File: src/rtl/fe_pkg.sv
package fe_pkg;
    typedef enum logic [1:0] {
        CYC_FETCH = 2'b00,
        CYC_EXEC  = 2'b01,
        CYC_FEXEC = 2'b10,
        CYC_OTHER = 2'b11
    } cyc_kind_e;

    localparam int FN_W = 5;
    localparam logic [FN_W-1:0] FN_TROUBLE = 5'd31;
    localparam logic [FN_W-1:0] FN_CONNECT = 5'd8;
endpackage

File: src/rtl/fe_sanitize.sv
module fe_sanitize #(
    parameter int IN_W = 8
) (
    input  logic [IN_W-1:0]         raw,
    output logic [fe_pkg::FN_W-1:0] num
);
    import fe_pkg::*;
    generate
        if (IN_W > FN_W) begin : g_wide
            always_comb begin
                if (|raw[IN_W-1:FN_W]) num = FN_TROUBLE;
                else                   num = raw[FN_W-1:0];
            end
        end else begin : g_narrow
            always_comb num = FN_W'(raw);
        end
    endgenerate
endmodule

File: src/rtl/fe_trouble.sv
module fe_trouble (
    input  logic clk,
    input  logic rst_n,
    input  logic take,
    input  logic in_fexec,
    input  logic irq_pending,
    input  logic trouble_q,
    input  logic cascade_q,
    output logic trouble_d,
    output logic cascade_d
);
    always_comb begin
        trouble_d = trouble_q;
        cascade_d = cascade_q;
        if (take) begin
            if (in_fexec) begin
                if (trouble_q && !irq_pending) cascade_d = 1'b1;
                trouble_d = 1'b1;
            end else begin
                trouble_d = 1'b0;
            end
        end
    end

    // repeated fault-execute fault with no interrupt leads to a stop
    p_cascade_r6: assert property (@(posedge clk) disable iff (!rst_n)
        (take && in_fexec && trouble_q && !irq_pending) |=> cascade_q)
        else $error("cascade not raised");

    // fault outside fault-execute drops the trouble flag
    p_trouble_clear_r7: assert property (@(posedge clk) disable iff (!rst_n)
        (take && !in_fexec) |=> !trouble_q)
        else $error("trouble not cleared");
endmodule

File: src/rtl/fault_entry_ctrl.sv
module fault_entry_ctrl #(
    parameter int              NUM_IN_W  = 8,
    parameter int              SUB_W     = 16,
    parameter int              CYC_W     = 12,
    parameter int              FCT_W     = 3,
    parameter int              ICNT_W    = 16,
    parameter int              CHAN_W    = 3,
    parameter logic [CYC_W-1:0] CYC_RESET = 12'hA55
) (
    input  logic                     clk,
    input  logic                     rst_n,
    input  logic                     req_valid,
    input  logic [NUM_IN_W-1:0]      req_num,
    input  logic [SUB_W-1:0]         req_sub,
    input  logic [1:0]               cycle_kind,
    input  logic                     irq_pending,
    output logic                     req_ready,
    output logic [fe_pkg::FN_W-1:0]  fault_num,
    output logic [SUB_W-1:0]         fault_sub,
    output logic [fe_pkg::FN_W-1:0]  fault_addr,
    output logic                     fif,
    output logic [CHAN_W-1:0]        chan,
    output logic [CYC_W-1:0]         cyc_bits,
    output logic                     trouble,
    output logic                     cascade_stop,
    output logic [ICNT_W-1:0]        instr_cnt,
    output logic                     fault_enter
);
    import fe_pkg::*;

    localparam int UPPER_W = CYC_W - FCT_W;
    localparam logic [UPPER_W-1:0] CYC_UPPER = CYC_RESET[CYC_W-1:FCT_W];
    localparam logic [FCT_W-1:0]   FCT_INIT  = CYC_RESET[FCT_W-1:0];

    typedef struct packed {
        logic [FN_W-1:0]   num;
        logic [SUB_W-1:0]  sub;
        logic [FN_W-1:0]   addr;
        logic              fif;
        logic [CHAN_W-1:0] chan;
        logic [FCT_W-1:0]  fct;
        logic              trouble;
        logic              cascade;
        logic [ICNT_W-1:0] icnt;
        logic              busy;
    } fe_state_t;

    fe_state_t       st_d, st_q;
    cyc_kind_e       kind;
    logic [FN_W-1:0] clean_num;
    logic            take, in_fexec;
    logic            trouble_nx, cascade_nx;

    assign kind      = cyc_kind_e'(cycle_kind);
    assign req_ready = !st_q.busy;
    assign take      = req_valid && req_ready;
    assign in_fexec  = (kind == CYC_FEXEC);

    fe_sanitize #(.IN_W(NUM_IN_W)) u_san (
        .raw (req_num),
        .num (clean_num)
    );

    fe_trouble u_trb (
        .clk         (clk),
        .rst_n       (rst_n),
        .take        (take),
        .in_fexec    (in_fexec),
        .irq_pending (irq_pending),
        .trouble_q   (st_q.trouble),
        .cascade_q   (st_q.cascade),
        .trouble_d   (trouble_nx),
        .cascade_d   (cascade_nx)
    );

    always_comb begin
        st_d         = st_q;
        st_d.busy    = take;
        st_d.trouble = trouble_nx;
        st_d.cascade = cascade_nx;
        if (take) begin
            st_d.num  = in_fexec ? FN_TROUBLE : clean_num;
            st_d.sub  = in_fexec ? '0 : req_sub;
            st_d.addr = in_fexec ? FN_TROUBLE : clean_num;
            st_d.fif  = (kind == CYC_FETCH);
            st_d.chan = (clean_num == FN_CONNECT) ? req_sub[CHAN_W-1:0] : '0;
            st_d.fct  = st_q.fct + 1'b1;
            if (kind == CYC_EXEC) st_d.icnt = st_q.icnt + 1'b1;
        end
    end

    always_ff @(posedge clk) begin
        if (!rst_n) begin
            st_q     <= '0;
            st_q.fct <= FCT_INIT;
        end else begin
            st_q <= st_d;
        end
    end

    assign fault_num    = st_q.num;
    assign fault_sub    = st_q.sub;
    assign fault_addr   = st_q.addr;
    assign fif          = st_q.fif;
    assign chan         = st_q.chan;
    assign cyc_bits     = {CYC_UPPER, st_q.fct};
    assign trouble      = st_q.trouble;
    assign cascade_stop = st_q.cascade;
    assign instr_cnt    = st_q.icnt;
    assign fault_enter  = st_q.busy;

    // out-of-range numbers become Trouble
    p_range_r1: assert property (@(posedge clk) disable iff (!rst_n)
        (take && (|req_num[NUM_IN_W-1:FN_W])) |=> (fault_num == FN_TROUBLE))
        else $error("range");

    // counter steps by one per accepted fault
    p_fct_step_r2: assert property (@(posedge clk) disable iff (!rst_n)
        take |=> (cyc_bits[FCT_W-1:0] == $past(cyc_bits[FCT_W-1:0]) + 1'b1))
        else $error("fct");

    // fault-execute fault recorded as Trouble with empty sub-code
    p_fexec_trb_r5: assert property (@(posedge clk) disable iff (!rst_n)
        (take && in_fexec) |=> (fault_num == FN_TROUBLE && fault_sub == '0))
        else $error("fexec");

    // instruction counter follows execute-cycle faults
    p_icnt_r9: assert property (@(posedge clk) disable iff (!rst_n)
        (take && kind == CYC_EXEC) |=> (instr_cnt == $past(instr_cnt) + 1'b1))
        else $error("icnt");

    // no state change without acceptance
    p_hold_r10: assert property (@(posedge clk) disable iff (!rst_n)
        !take |=> ($stable(fault_num) && $stable(cyc_bits) && $stable(instr_cnt)))
        else $error("hold");
endmodule

File: config.mk
export PLATFORM = sky130hd
export DESIGN_NAME = fault_entry_ctrl
export DESIGN_NICKNAME = d
export VERILOG_FILES = /design/src/rtl/fe_pkg.sv /design/src/rtl/fe_sanitize.sv /design/src/rtl/fe_trouble.sv /design/src/rtl/fault_entry_ctrl.sv
export SDC_FILE = /design/constraint.sdc
export NUM_CORES = 1
export LEC_CHECK = 0
export CAP_MARGIN = 20
export CORE_MARGIN = 3
export CORE_UTILIZATION = 41
export DETAILED_ROUTE_END_ITERATION = 10
export PLACE_DENSITY = 0.79
export SLEW_MARGIN = 5
export SYNTH_ARGS = -nofsm -noshare
export SYNTH_HDL_FRONTEND = slang
export SYNTH_SLANG_ARGS = --single-unit
File: constraint.sdc
create_clock -name clk -period 1.8 [get_ports clk]
set_input_delay 0.36 -clock clk [delete_from_list [all_inputs] [get_ports clk]]
set_output_delay 0.36 -clock clk [all_outputs]
set_load 0.02 [all_outputs]
* After elaboration in Yosys (flattened, before gate mapping)
Cells that the tools add are included.
** Word-level totals
- Register bits after elaboration :: 47
- Word-level logic and storage cells :: 27
** Operators by class
- Add/sub/neg operators :: 2
- Eq/ne operators :: 3
- Mux-type cells :: 5
- Reduce and logical (&&, ||, !) cells :: 8
** Operator list (count)
- $add A16 B1 Y16 const B :: 1
- $mux W16 :: 1
- $mux W5 :: 2
- $eq A5 B4 Y1 const B :: 1
- $add A3 B1 Y3 const B :: 1
- $mux W3 :: 1
- $reduce_and A3 Y1 :: 1
- $reduce_or A3 Y1 :: 1
- $eq A2 B1 Y1 const B :: 1
- $eq A2 B2 Y1 const B :: 1
- $logic_and A1 B1 Y1 :: 2
- $logic_not A1 Y1 :: 2
- $logic_not A2 Y1 :: 1
- $reduce_and A2 Y1 :: 1
- $mux W1 :: 1

* Longest topological paths before layout
Gate-level depths: netlist of run 1.
- Depth in word-level cells :: 4
- Gate-level depth with buffers :: 6
- Depth with buffers taken out :: 5

* Modules after synthesis
From an unflattened synthesis of run 1, not the netlist that was laid out.
** Second synthesis, totals
- Cells, all modules :: 214
- Area, all modules :: 1945.6 sq um
** By module, submodules not included
- fault_entry_ctrl :: times used 1, cells each 206, area each 1879.3 sq um, seq. area each 940.9 sq um
- fe_sanitize :: times used 1, cells each 5, area each 37.5 sq um, seq. area each 0.0 sq um
- fe_trouble :: times used 1, cells each 3, area each 28.8 sq um, seq. area each 0.0 sq um

* Worst setup path after synthesis of run 1
Ideal clock, no wire load.
- Path type :: register to register
- Start :: reg st_q, in the netlist instr_cnt[3]
- End :: reg st_q, in the netlist instr_cnt[15]
- Arrival :: 1.461 ns
- Required time :: 1.728 ns
- Path slack :: 0.267 ns
- Stages on the path, launching flop included :: 5
- Clock period less this slack :: 1.533 ns
- Cell sequence :: dfxtp_1 nand4_1 nor4_2 and3_1 mux2i_1
** On the way
- Word-level cells in the longest chain between the ends :: 1
** Ends and longest elaborated chain
- start, declared :: line fault_entry_ctrl.sv:48 : fe_state_t st_d, st_q;
- start signal, assigned :: line fault_entry_ctrl.sv:97 : st_q <= st_d;
- $add A16 B1 Y16 :: line fault_entry_ctrl.sv:88 : if (kind == CYC_EXEC) st_d.icnt = st_q.icnt + 1'b1;
Every way passes these cells.
A chain may end at the register's enable or synchronous reset.

* Worst setup path after layout of run 1
- Start :: reg st_q, in the netlist instr_cnt[2]
- End :: out instr_cnt[2]
** RTL lines
- end, declared :: line fault_entry_ctrl.sv:26 : output logic [ICNT_W-1:0] instr_cnt,
No word-level cell between the ends.

==> flow_summary_export.csv, run 1 <==
group,metric,value,unit
run_status,outcome,"finished, final reports clean",
critical_path,end_kind,"output port",
critical_path,crit_cells,1,
global_route,antenna_found_initial,0,
sta,timing.fmax,0.5746,GHz
power,internal-power,0.001601,W
power,p_sw_frac,0.2514,
global_route,grt_pass1_wl,7.610,mm
layout,fin_nets,325,
sta,finalHoldViolCount,0,
route,drtIter0Drc,68,
critical_path,worstPathMaxFanout,5,
power,power_leakage,1.197,nW
flow_run,maxCapViolations,0,
cts,hold_buffers,0,
synth,synth_area,2053,sq um
cts,htree_levels,2,
placed_design,dp_hpwl,3.260,mm
critical_path,cp.arrival,1380,ps
critical_path,crit_buf_inv,1,
power,p_total,0.002139,W
power,p_clk_frac,0.302,
critical_path,r2r_slack,250,ps
min_path,hold_start,"cascade_stop",
synth,synth_area_leaders,"dfxtp_1 (46%), a22oi_1 (6.9%), nor2b_1 (6.4%)",
die,rows,25,
global_route,gr-total-overflow,0,
sta,setup_violations,0,
cts,clock_path_buffers,2,
synth,synth_common_cells,"dfxtp_1 (47), nor2b_1 (21), a22oi_1 (19), nand2_1 (19), buf_4 (14)",
cts,cts.sinks,47,
route,vias,1738,
sta,min_period_over_period,0.9669,
critical_path,crit_chain,"clkdlybuf4s50_1",
sta,period_minus_slack,1740,ps
synth,synth_area_per_cell,9.777,sq um
placed_design,io_buffers,82,
synth,synth_top_area_cell,"dfxtp_1",
cts,cts_resized,0,
cts,clock-root-buffer,"clkbuf_8",
sta,setup-tns-final,0,ps
min_path,min_delay_path_depth,1,
sta,fin_skew,7.472,ps
sta,rsz0062_at_grt,"false",
placed_design,gp_congestion,0.7542,
power,ir_drop,383.2,uV
synth,synthFlopType,"dfxtp_1",
critical_path,cp_data_required_time,1440,ps
cts,post_cts_buffers,0,
critical_path,worst_path_largest_cell_delay,650,ps
critical_path,reg2reg_to,"instr_cnt[15]",
cts,clock_latency,290,ps
synth,synth_top_area_share,0.4583,
critical_path,timing.rr.start,"fault_enter",
layout,drive_above_1_share,0.1020,
die,die-area,5893,sq um
critical_path,cp_slowest_cell,"clkdlybuf4s50_1",
layout,finalCoreUtilization,0.6361,
route,drcViolationCount,0,
layout,antenna_cells,0,
global_route,grt_pass1_vias,1645,
cts,path_clk_slew,80,ps
power,powerDensity,702.7,nW/um^2
sta,maxSlewViolCount,0,
power,seqPwrFrac,0.516,
synth,synth-seq-area-share,0.4583,
route,wirelength,4.515,mm
placed_design,placed_area,2944,sq um
synth,synth-seq-cells,47,
global_route,grtUsageTotal,0.1571,
die,core,4786,sq um
synth,netlist_instances,210,
min_path,hp-class,"flip-flop to flip-flop",
critical_path,critPathLaunchType,"flip-flop",
die,start_util,0.4290,
synth,post-synth-top-count-cell,"dfxtp_1",
critical_path,reg2reg_depth,5,
layout,final_area,3044,sq um
die,top_level_ports,92,
layout,syn2layout_area_growth,48.26,%
route,wire_per_inst,12.51,um
cts,cts_tree,"done",
route,dr.pass1.iters,4,
critical_path,crit_type,"flip-flop to output port",
synth,ys_async_sr_fraction,0,
synth,synth_edf_count,0,
route,ant_nets,0,
global_route,grt_start_max_net_pins,53,
power,p_switching,0.0005379,W
synth,synth.distinct_cells,37,
die,die_y,76.77,um
critical_path,critical_path.top_delay_family,"buffers and inverters",
cts,numCtsBuffers,5,
power,combPwrFrac,0.182,
synth,yosysWarnings,0,
min_path,hold_end,"cascade_stop",
route,vias_per_cell,4.814,
sta,whs,473.1,ps
die,die_x,76.77,um
==> layout make-up <==
type	instances	area (sq um)
clock buffer	7	86.33
multi-input combinational	144	979.7
inverter	1	3.754
timing repair buffer	94	940.9
fill	406	1742
sequential	47	940.9
tap	67	83.83
clock inverter	1	8.758
==> sequential cells by signal (all words and copies together), names as in the netlist <==
register / flops
trouble: 1
cyc_bits: 3
chan: 3
fault_enter: 1
cascade_stop: 1
instr_cnt: 16
fif: 1
fault_sub: 16
fault_addr: 5
==> routing by layer <==
layer | routed length, um | up-vias | global-route usage
li1 | - | 873 | -
met1 | 2045 | 792 | 0.1945
met2 | 2047 | 67 | 0.2500
met3 | 354 | 6 | 0.05869
met4 | 67 | 0 | 0.05435
met5 | 0 | - | 0
==> cells in the final DEF, fill, tap and decap left out, types with 2 or more instances in the layout <==
cell type         n
clkdlybuf4s50_1  80
dfxtp_1          47
nor2b_1          21
nand2_1          19
a22oi_1          19
and2_1           10
buf_4            10
conb_1            9
xnor2_1           7
nand3_1           6
nand2b_1          6
clkbuf_8          6
o221a_2           5
mux2i_1           5
nor3_1            4
a21boi_0          4
nand4_1           3
xor2_1            3
and4_1            2
and4b_1           2
or3_1             2
and3_1            2
o21ai_0           2
ha_1              2
dlymetal6s2s_1    2
buf_12            2
==> logic make-up after synthesis <==
group           synth area share
flops                     0.4583
mux                      0.02438
compound gates            0.1261
buf+inv                  0.07739
fa+ha+maj                0.01219
xor+xnor                 0.04266
simple gates              0.2553
other cells             0.003658
==> power groups by stage <==
stage / logic (W) / clock network [W] / registers, W
3_3_place_gp: 0.000386 / 0 / 0.00113
6_report: 0.000388 / 0.000647 / 0.00110
2_1_floorplan: 0.000164 / 0 / 0.00117
3_5_place_dp: 0.000390 / 0 / 0.00113
4_1_cts: 0.000392 / 0.000676 / 0.00110
5_1_grt: 0.000415 / 0.000717 / 0.00111
==> metrics by stage <==
stage / std cells / setup WS [ps]
floorplan: 217 / 267.4
detailed placement: 353 / -210.9
global placement: 353 / -165.0
CTS: 361 / 23.80
finish: 361 / 59.60
global route: 361 / 0.7195
==> worst max-delay path by stage <==
| stage | startpoint | end | slack (ps) |
|---|---|---|---|
| 6_report | instr_cnt[2] | instr_cnt[2] | 60 |
| 5_1_grt | instr_cnt[4] | instr_cnt[4] | 0.7 |
| 4_1_cts | instr_cnt[3] | instr_cnt[3] | 20 |
| 3_5_place_dp | cycle_kind[0] | instr_cnt[15] | -210 |
| 3_3_place_gp | cycle_kind[0] | instr_cnt[15] | -170 |
| 2_1_floorplan | instr_cnt[3] | instr_cnt[15] | 270 |
(Power assumes the default switching activity.)
==> inputs of run 2 (changes only) <==
Settings changed: CTS_CLUSTER_DIAMETER set to 30, MAX_ROUTING_LAYER set to met4, SLEW_MARGIN 5 to 20.
==> run 2 against run 1 <==
Sequential cell count is the same; count of clock-buffer cells in the layout is the same; sequential share of layout area is the same; combinational power is essentially flat; non-clock buffer count is the same; sequential power is essentially flat.
==> flow_summary_export.csv, run 2 (synthesis gave the netlist of run 1 again) <==
group,metric,value,unit
global_route,grtUsageTotal,0.1618,
cts,numCtsBuffers,5,
global_route,grt_pass1_wl,7.631,mm
critical_path,worst_path_largest_cell_delay,640,ps
placed_design,io_buffers,82,
die,start_util,0.4290,
cts,post_cts_buffers,0,
cts,htree_levels,2,
global_route,grt_pass1_vias,1638,
critical_path,cp_data_required_time,1440,ps
cts,cts.sinks,47,
route,ant_nets,0,
critical_path,cp_slowest_cell,"clkdlybuf4s50_1",
power,power_leakage,1.197,nW
sta,setup-tns-final,0,ps
sta,period_minus_slack,1739,ps
layout,final_common_cell,"clkdlybuf4s50_1",
placed_design,placedCellCount,353,
critical_path,crit_chain,"clkdlybuf4s50_1",
cts,clock-root-buffer,"clkbuf_8",
sta,maxSlewViolCount,0,
die,core,4786,sq um
placed_design,dp_hpwl,3.260,mm
layout,syn2layout_area_growth,48.26,%
route,drtIter0Drc,81,
die,die_x,76.77,um
min_path,hp-class,"flip-flop to flip-flop",
die,die_y,76.77,um
cts,cts_tree,"done",
die,die-area,5893,sq um
critical_path,worstPathMaxFanout,5,
sta,setup_violations,0,
route,wirelength,4.498,mm
power,p_total,0.002136,W
cts,clock_path_buffers,2,
layout,final_cell_mix,"clkdlybuf4s50_1 (80), dfxtp_1 (47), nor2b_1 (21)",
route,vias_per_cell,4.795,
die,top_level_ports,92,
route,drcViolationCount,0,
sta,timing.fmax,0.5751,GHz
layout,fin_nets,325,
route,dr.pass1.iters,4,
critical_path,end_kind,"output port",
power,powerDensity,701.8,nW/um^2
critical_path,critical_path.top_delay_family,"buffers and inverters",
layout,drive_above_1_share,0.1020,
critical_path,cp.arrival,1380,ps
global_route,antenna_found_initial,0,
sta,fin_skew,6.639,ps
layout,multi_input_area,979.7,sq um
layout,nFillCells,406,
sta,rsz0062_at_grt,"false",
layout,seqCellArea,940.9,sq um
global_route,gr-total-overflow,0,
flow_run,maxCapViolations,0,
power,ir_drop,383.8,uV
route,vias,1731,
run_status,outcome,"finished, final reports clean",
sta,whs,473.1,ps
route,wire_per_inst,12.46,um
critical_path,crit_type,"flip-flop to output port",
sta,min_period_over_period,0.9660,
layout,fin_cells,361,
critical_path,crit_buf_inv,1,
die,rows,25,
global_route,grt_start_max_net_pins,53,
placed_design,gp_congestion,0.7640,
cts,clock_latency,290,ps
cts,path_clk_slew,80,ps
critical_path,critPathLaunchType,"flip-flop",
layout,antenna_cells,0,
sta,finalHoldViolCount,0,
==> run 2: cell counts in the layout (fill, tap and decap cells not counted) <==
Identical to the previous run, type by type.
==> run 2: worst paths after layout <==
check                                      to  depth (start not counted)          from  slack [ps]
worst max register to register  instr_cnt[15]                          5   fault_enter         250
worst min register to register   cascade_stop                          1  cascade_stop         470
worst min-delay path             cascade_stop                          1  cascade_stop         470
worst max-delay path             instr_cnt[2]                          1  instr_cnt[2]          60
==> run 2: per-layer routing <==
| layer | share of wire | vias up | global-route usage |
|---|---|---|---|
| met3 | 0.074 | 6 | 0.05399 |
| met4 | 0.016 | 0 | 0.05435 |
| met2 | 0.45 | 66 | 0.2491 |
| met5 | 0 | - | - |
| li1 | - | 873 | - |
| met1 | 0.46 | 786 | 0.1988 |
==> run 2: per-stage QoR <==
| step | utilization | instance area, sq um | worst slack, ps |
|---|---|---|---|
| after floorplan | - | 2079 | 267.4 |
| after global placement | 0.6152 | 2944 | -165.0 |
| after detailed placement | 0.6152 | 2944 | -210.9 |
| after CTS | 0.6350 | 3039 | 23.80 |
| after global routing | 0.6361 | 3044 | 0.7002 |
| final | 0.6361 | 3044 | 61.13 |
==> run 2: timing repair <==
action                                  in CTS  in global routing
hold buffers                                 0                  0
endpoints found under the setup margin       0                  2
resized for setup                            0                  2
==> run 2: layout make-up <==
class,count,share of cell area
clock buffers,7,0.02836
clock inverters,1,0.002877
inverters,1,0.001233
multi-input cells,144,0.3218
flip-flops and latches,47,0.3091
well taps,67,0.02754
repair buffers,94,0.3091
==> run 2: report_power, final <==
| group | switching [W] | internal (W) |
|---|---|---|
| Sequential | 0.0000258 | 0.00108 |
| Clock | 0.000330 | 0.000315 |
| Combinational | 0.000180 | 0.000209 |
| Total | 0.000535 | 0.00160 |
